--- src/rtl/mem_powerup_seq.sv ---
module mem_powerup_seq #(
  parameter int WAIT_CYCLES    = 26700,
  parameter int PRECHG_CYCLES  = 3,
  parameter int REFRESH_CYCLES = 10,
  parameter int REFRESH_COUNT  = 2,
  parameter int MODESET_CYCLES = 2
) (
  input  logic        clk,
  input  logic        rst_n,
  input  logic [2:0]  cfg_burst_len,
  input  logic        cfg_interleave,
  input  logic [2:0]  cfg_cas_lat,
  input  logic        cfg_single_wr,
  input  logic [2:0]  cfg_span,
  input  logic [1:0]  cfg_drive,
  output logic        clk_en,
  output logic        sel_n,
  output logic        row_stb_n,
  output logic        col_stb_n,
  output logic        wr_en_n,
  output logic [1:0]  bank_sel,
  output logic [11:0] mem_addr,
  output logic        ready,
  output logic        cfg_err
);

  localparam int MAXA = (WAIT_CYCLES > PRECHG_CYCLES) ? WAIT_CYCLES : PRECHG_CYCLES;
  localparam int MAXB = (REFRESH_CYCLES > MODESET_CYCLES) ? REFRESH_CYCLES : MODESET_CYCLES;
  localparam int MAXL = (MAXA > MAXB) ? MAXA : MAXB;
  localparam int CW   = $clog2(MAXL) + 1;
  localparam int RW   = $clog2(REFRESH_COUNT) + 1;

  typedef enum logic [2:0] {S_WAIT, S_PRE, S_REF, S_MRS, S_EMRS, S_DONE, S_ERR} state_t;

  state_t        state;
  logic [CW-1:0] cnt;
  logic [CW-1:0] len;
  logic [RW-1:0] refs;
  logic          last, first, bad;
  logic [3:0]    cmd;

  assign first  = (cnt == '0);
  assign last   = (cnt == len - CW'(1));
  assign bad    = (cfg_cas_lat == 3'd0) || (cfg_cas_lat > 3'd3) ||
                  (cfg_burst_len inside {3'd4, 3'd5, 3'd6}) ||
                  (cfg_burst_len == 3'd7 && cfg_interleave);
  assign clk_en  = 1'b1;
  assign ready   = (state == S_DONE);
  assign cfg_err = (state == S_ERR);
  assign {sel_n, row_stb_n, col_stb_n, wr_en_n} = cmd;

  always_comb begin
    case (state)
      S_WAIT:         len = CW'(WAIT_CYCLES);
      S_PRE:          len = CW'(PRECHG_CYCLES);
      S_REF:          len = CW'(REFRESH_CYCLES);
      S_MRS, S_EMRS:  len = CW'(MODESET_CYCLES);
      default:        len = CW'(1);
    endcase
  end

  always_ff @(posedge clk or negedge rst_n) begin
    if (!rst_n) begin
      state <= S_WAIT;
      cnt   <= '0;
      refs  <= '0;
    end else begin
      cnt <= last ? '0 : cnt + CW'(1);
      case (state)
        S_WAIT: if (last) state <= S_PRE;
        S_PRE:  if (last) state <= S_REF;
        S_REF:  if (last) begin
                  refs <= refs + RW'(1);
                  if (refs == RW'(REFRESH_COUNT - 1)) state <= S_MRS;
                end
        S_MRS:  if (first && bad) begin
                  state <= S_ERR;
                  cnt   <= '0;
                end else if (last) state <= S_EMRS;
        S_EMRS: if (last) state <= S_DONE;
        default: cnt <= '0;
      endcase
    end
  end

  always_comb begin
    cmd      = 4'b0111;
    bank_sel = 2'b00;
    mem_addr = '0;
    if (first) begin
      case (state)
        S_PRE: begin
          cmd          = 4'b0010;
          mem_addr[10] = 1'b1;
        end
        S_REF: cmd = 4'b0001;
        S_MRS: if (!bad) begin
          cmd      = 4'b0000;
          mem_addr = {2'b00, cfg_single_wr, 2'b00, cfg_cas_lat, cfg_interleave, cfg_burst_len};
        end
        S_EMRS: begin
          cmd      = 4'b0000;
          bank_sel = 2'b10;
          mem_addr = {5'b0, cfg_drive, 2'b00, cfg_span};
        end
        default: cmd = 4'b0111;
      endcase
    end
  end

  logic bus_nop, bus_pre, bus_ref, bus_load;
  assign bus_nop  = ({sel_n, row_stb_n, col_stb_n, wr_en_n} == 4'b0111);
  assign bus_pre  = ({sel_n, row_stb_n, col_stb_n, wr_en_n} == 4'b0010);
  assign bus_ref  = ({sel_n, row_stb_n, col_stb_n, wr_en_n} == 4'b0001);
  assign bus_load = ({sel_n, row_stb_n, col_stb_n, wr_en_n} == 4'b0000);

  a_r2_pre_all_banks: assert property (@(posedge clk) disable iff (!rst_n)
    bus_pre |-> (mem_addr == 12'h400 && bank_sel == 2'b00));
  a_r3_refresh_gap: assert property (@(posedge clk) disable iff (!rst_n)
    bus_ref |=> bus_nop);
  a_r5_ext_fields: assert property (@(posedge clk) disable iff (!rst_n)
    (bus_load && bank_sel == 2'b10) |-> (mem_addr[11:7] == 5'b0 && mem_addr[4:3] == 2'b0));
  a_r6_load_gap: assert property (@(posedge clk) disable iff (!rst_n)
    bus_load |=> bus_nop);
  a_r7_ready_holds: assert property (@(posedge clk) disable iff (!rst_n)
    ready |=> (ready && bus_nop));
  a_r8_err_parks: assert property (@(posedge clk) disable iff (!rst_n)
    cfg_err |=> (cfg_err && !ready && bus_nop));
  a_r8_err_excl: assert property (@(posedge clk) disable iff (!rst_n)
    !(cfg_err && ready));

endmodule

--- config.mk ---
export PLATFORM = sky130hd
export DESIGN_NAME = mem_powerup_seq
export DESIGN_NICKNAME = d
export VERILOG_FILES = /design/src/rtl/mem_powerup_seq.sv
export SDC_FILE = /design/constraint.sdc
export NUM_CORES = 1
export LEC_CHECK = 0
export BUFFER_PORTS_ARGS = -buffer_cell sky130_fd_sc_hd__buf_2
export CAP_MARGIN = 30
export CORE_UTILIZATION = 50
export CTS_CLUSTER_SIZE = 40
export DETAILED_ROUTE_END_ITERATION = 8
export PLACE_DENSITY = 0.76
export SETUP_SLACK_MARGIN = 0.15
export SYNTH_ARGS = -nofsm -noshare
export SYNTH_HDL_FRONTEND = slang
export SYNTH_SLANG_ARGS = --single-unit
--- constraint.sdc ---
create_clock -name clk -period 7.7 [get_ports clk]
set_clock_uncertainty 0.15 [all_clocks]
set_input_delay 0.77 -clock clk [delete_from_list [all_inputs] [get_ports clk]]
set_output_delay 0.77 -clock clk [all_outputs]
set_load 0.05 [all_outputs]
==> results of run 1 <==
## worst reg2reg max path: stages, from the launching register on
cell and delay [ns]:
dfrtp_1 0.63, or3_1 0.43, nand2_1 0.11, ha_1 0.25
xor2_1 0.15, o2111ai_1 0.14, a221oi_2 0.42, or2_1 0.50
nor2_1 0.10
## power by group through the flow
| stage | logic [mW] | registers, mW | clock network (mW) |
|---|---|---|---|
| 6_report | 0.0243 | 0.115 | 0.0527 |
| 5_1_grt | 0.0264 | 0.115 | 0.0588 |
| 4_1_cts | 0.0244 | 0.115 | 0.0545 |
| 3_5_place_dp | 0.0243 | 0.117 | 0 |
| 3_3_place_gp | 0.0237 | 0.117 | 0 |
| 2_1_floorplan | 0.0221 | 0.114 | 0 |
## cell usage after synthesis (2+ instances only)
| cell | count | area share (%) |
|---|---|---|
| a21oi_1 | 5 | 1.6 |
| a221oi_2 | 2 | 1.9 |
| a22o_1 | 4 | 2.3 |
| a31oi_1 | 2 | 0.81 |
| and2_1 | 5 | 2.0 |
| and3_1 | 5 | 2.0 |
| and4bb_2 | 2 | 1.6 |
| buf_4 | 6 | 2.9 |
| buf_6 | 4 | 2.9 |
| clkbuf_1 | 3 | 0.73 |
| conb_1 | 2 | 0.48 |
| dfrtp_1 | 21 | 34 |
| ha_1 | 4 | 3.2 |
| inv_1 | 7 | 1.7 |
| nand2_1 | 6 | 1.5 |
| nand3_1 | 10 | 3.2 |
| nand3b_1 | 2 | 0.97 |
| nand4_1 | 4 | 1.6 |
| nor2_1 | 26 | 6.3 |
| nor2b_1 | 3 | 1.2 |
| nor3_1 | 5 | 1.6 |
| nor4b_4 | 2 | 3.1 |
| o21ai_0 | 3 | 0.97 |
| xnor2_1 | 5 | 2.8 |
| xor2_1 | 12 | 6.8 |
## path summary, 6_finish.rpt
path                               end  slack (ns)  cells past startpoint
max reg2reg                     cnt[3]        4.70                      8
min in group clk               refs[0]        0.34                      1
min reg2reg                    refs[0]        0.34                      1
min                             cnt[9]        0.23                      1
max                        mem_addr[5]        4.34                      7
max in group asynchronous     state[1]        6.83                      1
## final cells by class
type                       instances  area, um2  share of cell area (%)
timing repair buffer              29        145                    8.77
tap                               31       38.8                    2.34
multi-input combinational        130        892                    53.9
clock buffer                       3       22.5                    1.36
clock inverter                     1       5.00                   0.302
inverter                           7       26.3                    1.59
sequential                        21        526                    31.7
## per-layer routing
metal  vias to the layer above  track usage (%)  share of wire (%)
met5                         -                0                  0
met4                         0             5.44               0.94
met3                         4             3.35                5.3
met2                        37             33.7                 51
met1                       620             25.4                 43
li1                        617                -                  -
## registers in the layout, summed over array words and instances, names as in the netlist
register,flops
cnt,16
state,3
refs,2
## per-stage QoR
| stage | std cells | total power [mW] | worst slack, ns |
|---|---|---|---|
| finish | 222 | 0.192 | 4.34 |
| global route | 222 | 0.200 | 4.19 |
| CTS | 222 | 0.193 | 4.34 |
| detailed placement | 218 | 0.141 | 4.51 |
| global placement | 218 | 0.140 | 4.62 |
| floorplan | 173 | 0.136 | 4.34 |
## cell families after synthesis
group                    after synthesis
AND/OR/NAND/NOR                       80
buffers and inverters                 22
AO/OA/AOI/OAI                         22
other                                  2
multiplexers                           1
XOR/XNOR                              17
adder cells (fa/ha/maj)                4
flip-flops                            21
==> impl_metrics.yaml, run 1 <==
outcome:
  status: "complete, but fails checks"
  violations: "design-rule violations"
critical_path:
  critical_path_required_ns: 6.78
  crit_path_max_fanout: 12
  path_cells: "inv_1 -> ha_1 -> nor4b_2 -> nand4_2 -> nor4b_4 -> a22o_1 -> buf_2"
  critPathMaxStageDelay_ns: 0.53
  start_kind: "flip-flop"
  worstReg2RegStart: "state[1]"
  cp_top_family: "simple AND/OR/NAND/NOR gates"
  cp_slowest_cell: "dfrtp_1"
  crit_type: "flip-flop to output port"
  crit_arrival_ns: 2.44
  end_kind: "output port"
  critPathBufInv: 2
  crit_start: "cnt[0]"
global_routing:
  grt-ovfl-total: 0
  grt_pass1_wl_um: 5130
  antenna_found_initial: 0
  grt_pass1_vias: 1194
  grt_max_degree: 22
  grt_usage_pct: 19.5
timing:
  setup_viol: 0
  fin_crit_sh_pct: 43.6
  finalMaxSlewViolations: 0
  maxSlewHeadroom_pct: 57.4
  setup_tns_ns: 0
  hold_viol: 0
  tightest_slew_ns: 0.639
  holdWs_ns: 0.233
  max_freq_mhz: 298
  rsz0062_at_grt: "no"
  layout_min_cycle_time_ns: 3.36
synthesis:
  synth_compound_area_share_pct: 10.7
  yosys_warnings: 0
  synthDistinctLibCells: 44
  synth_top_family_by_area: "simple AND/OR/NAND/NOR gates"
  syn_area_per_cell_um2: 9.17
  netlist_area_um2: 1550
  synth_edf_count: 0
  syn_inst: 169
  yosys.area_share.xor_xnor_pct: 9.60
  ys_ff_latch: 21
  synthMuxAreaShare_pct: 0.646
  synthAdderAreaFrac_pct: 3.23
  synthArstFlopShare_pct: 100
  ys_seq_area_share_pct: 33.9
  synth_simple_gate_area_share_pct: 31.9
  ys.flop_type: "dfrtp_1"
flow_run:
  max-cap-violations: 0
clock_network:
  numCtsBuffers: 3
  post-cts-setup-buffer-count: 0
  cts_tree: "built"
  insertion_delay_ns: 0.31
  clkTransAtPathRegs_ns: 0.12
  clock_sink_count: 21
  cts_resized: 0
  cts.htree.levels: 1
  cts_root_buffer: "clkbuf_4"
  cts_buffer_depth: 2
  cts_hold_buf: 0
hold_path:
  hold_class: "primary input to asynchronous set/reset pin"
final_layout:
  fin_nets: 211
  diodes: 0
  n_fill_cell: 264
  area_delta_synth_final_pct: 6.78
  final_cell_mix: "buf_2 (29), nor2_1 (26), dfrtp_1 (21), xor2_1 (12), nand3_1 (10)"
  mostFrequentLayoutCell: "buf_2"
  final_cell_area_um2: 1660
  utilization_pct: 58.0
  drive_gt1_share_pct: 23.0
die:
  io_pins: 36
  die-area_um2: 3330
  std_cell_rows: 19
  die_w_um: 57.7
  initial_utilization_pct: 54.3
  coreArea_um2: 2850
  dieHeight_um: 57.7
detailed_routing:
  drtIter0Drc: 63
  first_pass_iters: 6
  drt-total-wl_um: 2990
  num_vias: 1278
  viasPerCell: 5.76
  postRouteAntennaNets: 0
  drc: 7
  wl_per_cell_um: 13.5
placed_design:
  dpl.hpwl_um: 2250
  place_area_um2: 1630
  port_buffers: 29
  place_congestion: 0.816
pwr:
  power.leakage_nw: 0.753
  power.share.clock_pct: 27.5
  p_seq_share_pct: 59.8
  peakVddDrop_uv: 110
  p_comb_share_pct: 12.7
  swShare_pct: 28.4
  p_sw_mw: 0.0544
  p_per_area_nw_per_um2: 116
  p_int_mw: 0.137
No activity file was read; power rests on OpenSTA's default activity.
==> run 2: changes to the inputs <==
CORE_UTILIZATION = 48   (was 50)
clock period = 3 ns   (was 7.7 ns; I/O delays follow)
==> run 2 against run 1 <==
  * The flow now finishes without violations
  * Register-to-register slack got worse by 4.4 ns
  * Combinational power rose to 2.7 times the previous value
  * Cell count up 9.0%
  * Sequential share of layout area shrank 1.5 points
  * Clock-buffer cell count rose by 1
  * Total power increased to 2.6 times the previous value
  * Critical endpoint is now mem_addr[0]
  * Largest cell class unchanged
==> impl_metrics.yaml, run 2 (synthesis gave the netlist of run 1 again) <==
clock_network:
  numCtsBuffers: 3
  clkTransAtPathRegs_ns: 0.11
  cts_root_buffer: "clkbuf_4"
  clock_sink_count: 21
  insertion_delay_ns: 0.31
  cts.htree.levels: 1
  cts_buffer_depth: 2
  cts_tree: "built"
timing:
  tightest_slew_ns: 0.525
  layout_min_cycle_time_ns: 2.69
  max_freq_mhz: 371
  setup_tns_ns: 0
  holdWs_ns: 0.311
  fin_crit_sh_pct: 89.8
  rsz0062_at_grt: "yes"
  setup_viol: 0
  maxSlewHeadroom_pct: 64.8
  finalMaxSlewViolations: 0
  hold_viol: 0
final_layout:
  mostFrequentLayoutCell: "nor2_1"
  area_delta_synth_final_pct: 12.5
  multi_input_area_um2: 897
  diodes: 0
  top_regs: "cnt x16, state x3, refs x2"
  largest_register_ffs: 16
  drive_gt1_share_pct: 27.8
  utilization_pct: 57.1
  largest-register: "cnt"
  seq_area_um2: 527
  n_fill_cell: 286
  fin_nets: 218
  final_cell_mix: "nor2_1 (26), buf_2 (24), dfrtp_1 (20), xor2_1 (12), buf_4 (11)"
critical_path:
  critical_path_required_ns: 2.55
  end_kind: "output port"
  worstReg2RegStart: "state[0]"
  crit_start: "cnt[10]"
  crit_path_max_fanout: 6
  rr_endpoint: "refs[0]"
  reg2reg_depth: 9
  rrSetupSlack_ns: 0.35
  cp-endpoint: "mem_addr[0]"
  crit_arrival_ns: 2.24
  start_kind: "flip-flop"
  crit_type: "flip-flop to output port"
pwr:
  p_per_area_nw_per_um2: 285
  peakVddDrop_uv: 324
  power.total_mw: 0.497
  power.leakage_nw: 0.784
global_routing:
  grt_pass1_vias: 1173
  grt_usage_pct: 18.1
  grt-ovfl-total: 0
  antenna_found_initial: 0
  grt_max_degree: 22
  grt_pass1_wl_um: 4830
detailed_routing:
  viasPerCell: 5.23
  drtIter0Drc: 35
  wl_per_cell_um: 12.7
  postRouteAntennaNets: 0
  drc: 0
  drt-total-wl_um: 3070
  first_pass_iters: 4
  num_vias: 1266
placed_design:
  place_congestion: 0.856
  dpl.hpwl_um: 2260
  port_buffers: 29
flow_run:
  max-cap-violations: 0
die:
  dieHeight_um: 58.8
  coreArea_um2: 3050
  die_w_um: 58.8
  initial_utilization_pct: 50.8
  std_cell_rows: 20
  die-area_um2: 3460
  io_pins: 36
outcome:
  status: "complete, no violations"
hold_path:
  hold_class: "primary input to asynchronous set/reset pin"
run 2: how the worst min path moves through the flow:
stage,endpoint,slack [ns],depth (start not counted)
after global routing,state[1],0.34,2
final,refs[1],0.31,2
after global placement,refs[1],0.11,1
after detailed placement,refs[1],0.13,1
after CTS,cnt[4],0.33,2
after floorplan,cnt[0],-0.15,0
run 2: what timing repair did:
item | CTS | global route
endpoints found under the hold margin | 21 | 0
gates resized for setup | 0 | 12
endpoints found under the setup margin | 0 | 23
buffers inserted | 0 | 2
hold buffers | 1 | 0
run 2: cell type report:
| class | instances | share of cell area [%] |
|---|---|---|
| tap | 44 | 3.16 |
| multi-input combinational | 130 | 51.4 |
| timing repair buffer | 36 | 12.2 |
| sequential | 21 | 30.2 |
| inverter | 7 | 1.51 |
| clock buffer | 4 | 1.51 |
run 2: routing by layer:
metal | part of all wire [%] | global-route usage (%) | vias up
li1 | - | - | 633
met5 | 0 | 0 | -
met3 | 4.6 | 3.30 | 5
met1 | 45 | 21.8 | 589
met2 | 49 | 31.3 | 39
met4 | 1.2 | 8.16 | 0
run 2: metrics by stage:
stage	cell area [um2]	worst slack (ns)	std cells
2_1_floorplan	1570	0.113	173
3_3_place_gp	1680	0.369	235
3_5_place_dp	1680	0.251	235
4_1_cts	1720	0.217	240
5_1_grt	1740	0.114	242
6_report	1740	0.307	242
run 2: report_power, final:
part / switching [mW] / internal [mW]
combinational: 0.0462 / 0.0199
clock: 0.0863 / 0.0520
sequential: 0.00828 / 0.285
run 2: worst max-delay path: stages, from the launching register on:
cell	delay, ns
dfrtp_1	0.47
nor4_4	0.37
nand4_2	0.26
nor4b_4	0.44
a22o_2	0.20
buf_4	0.19
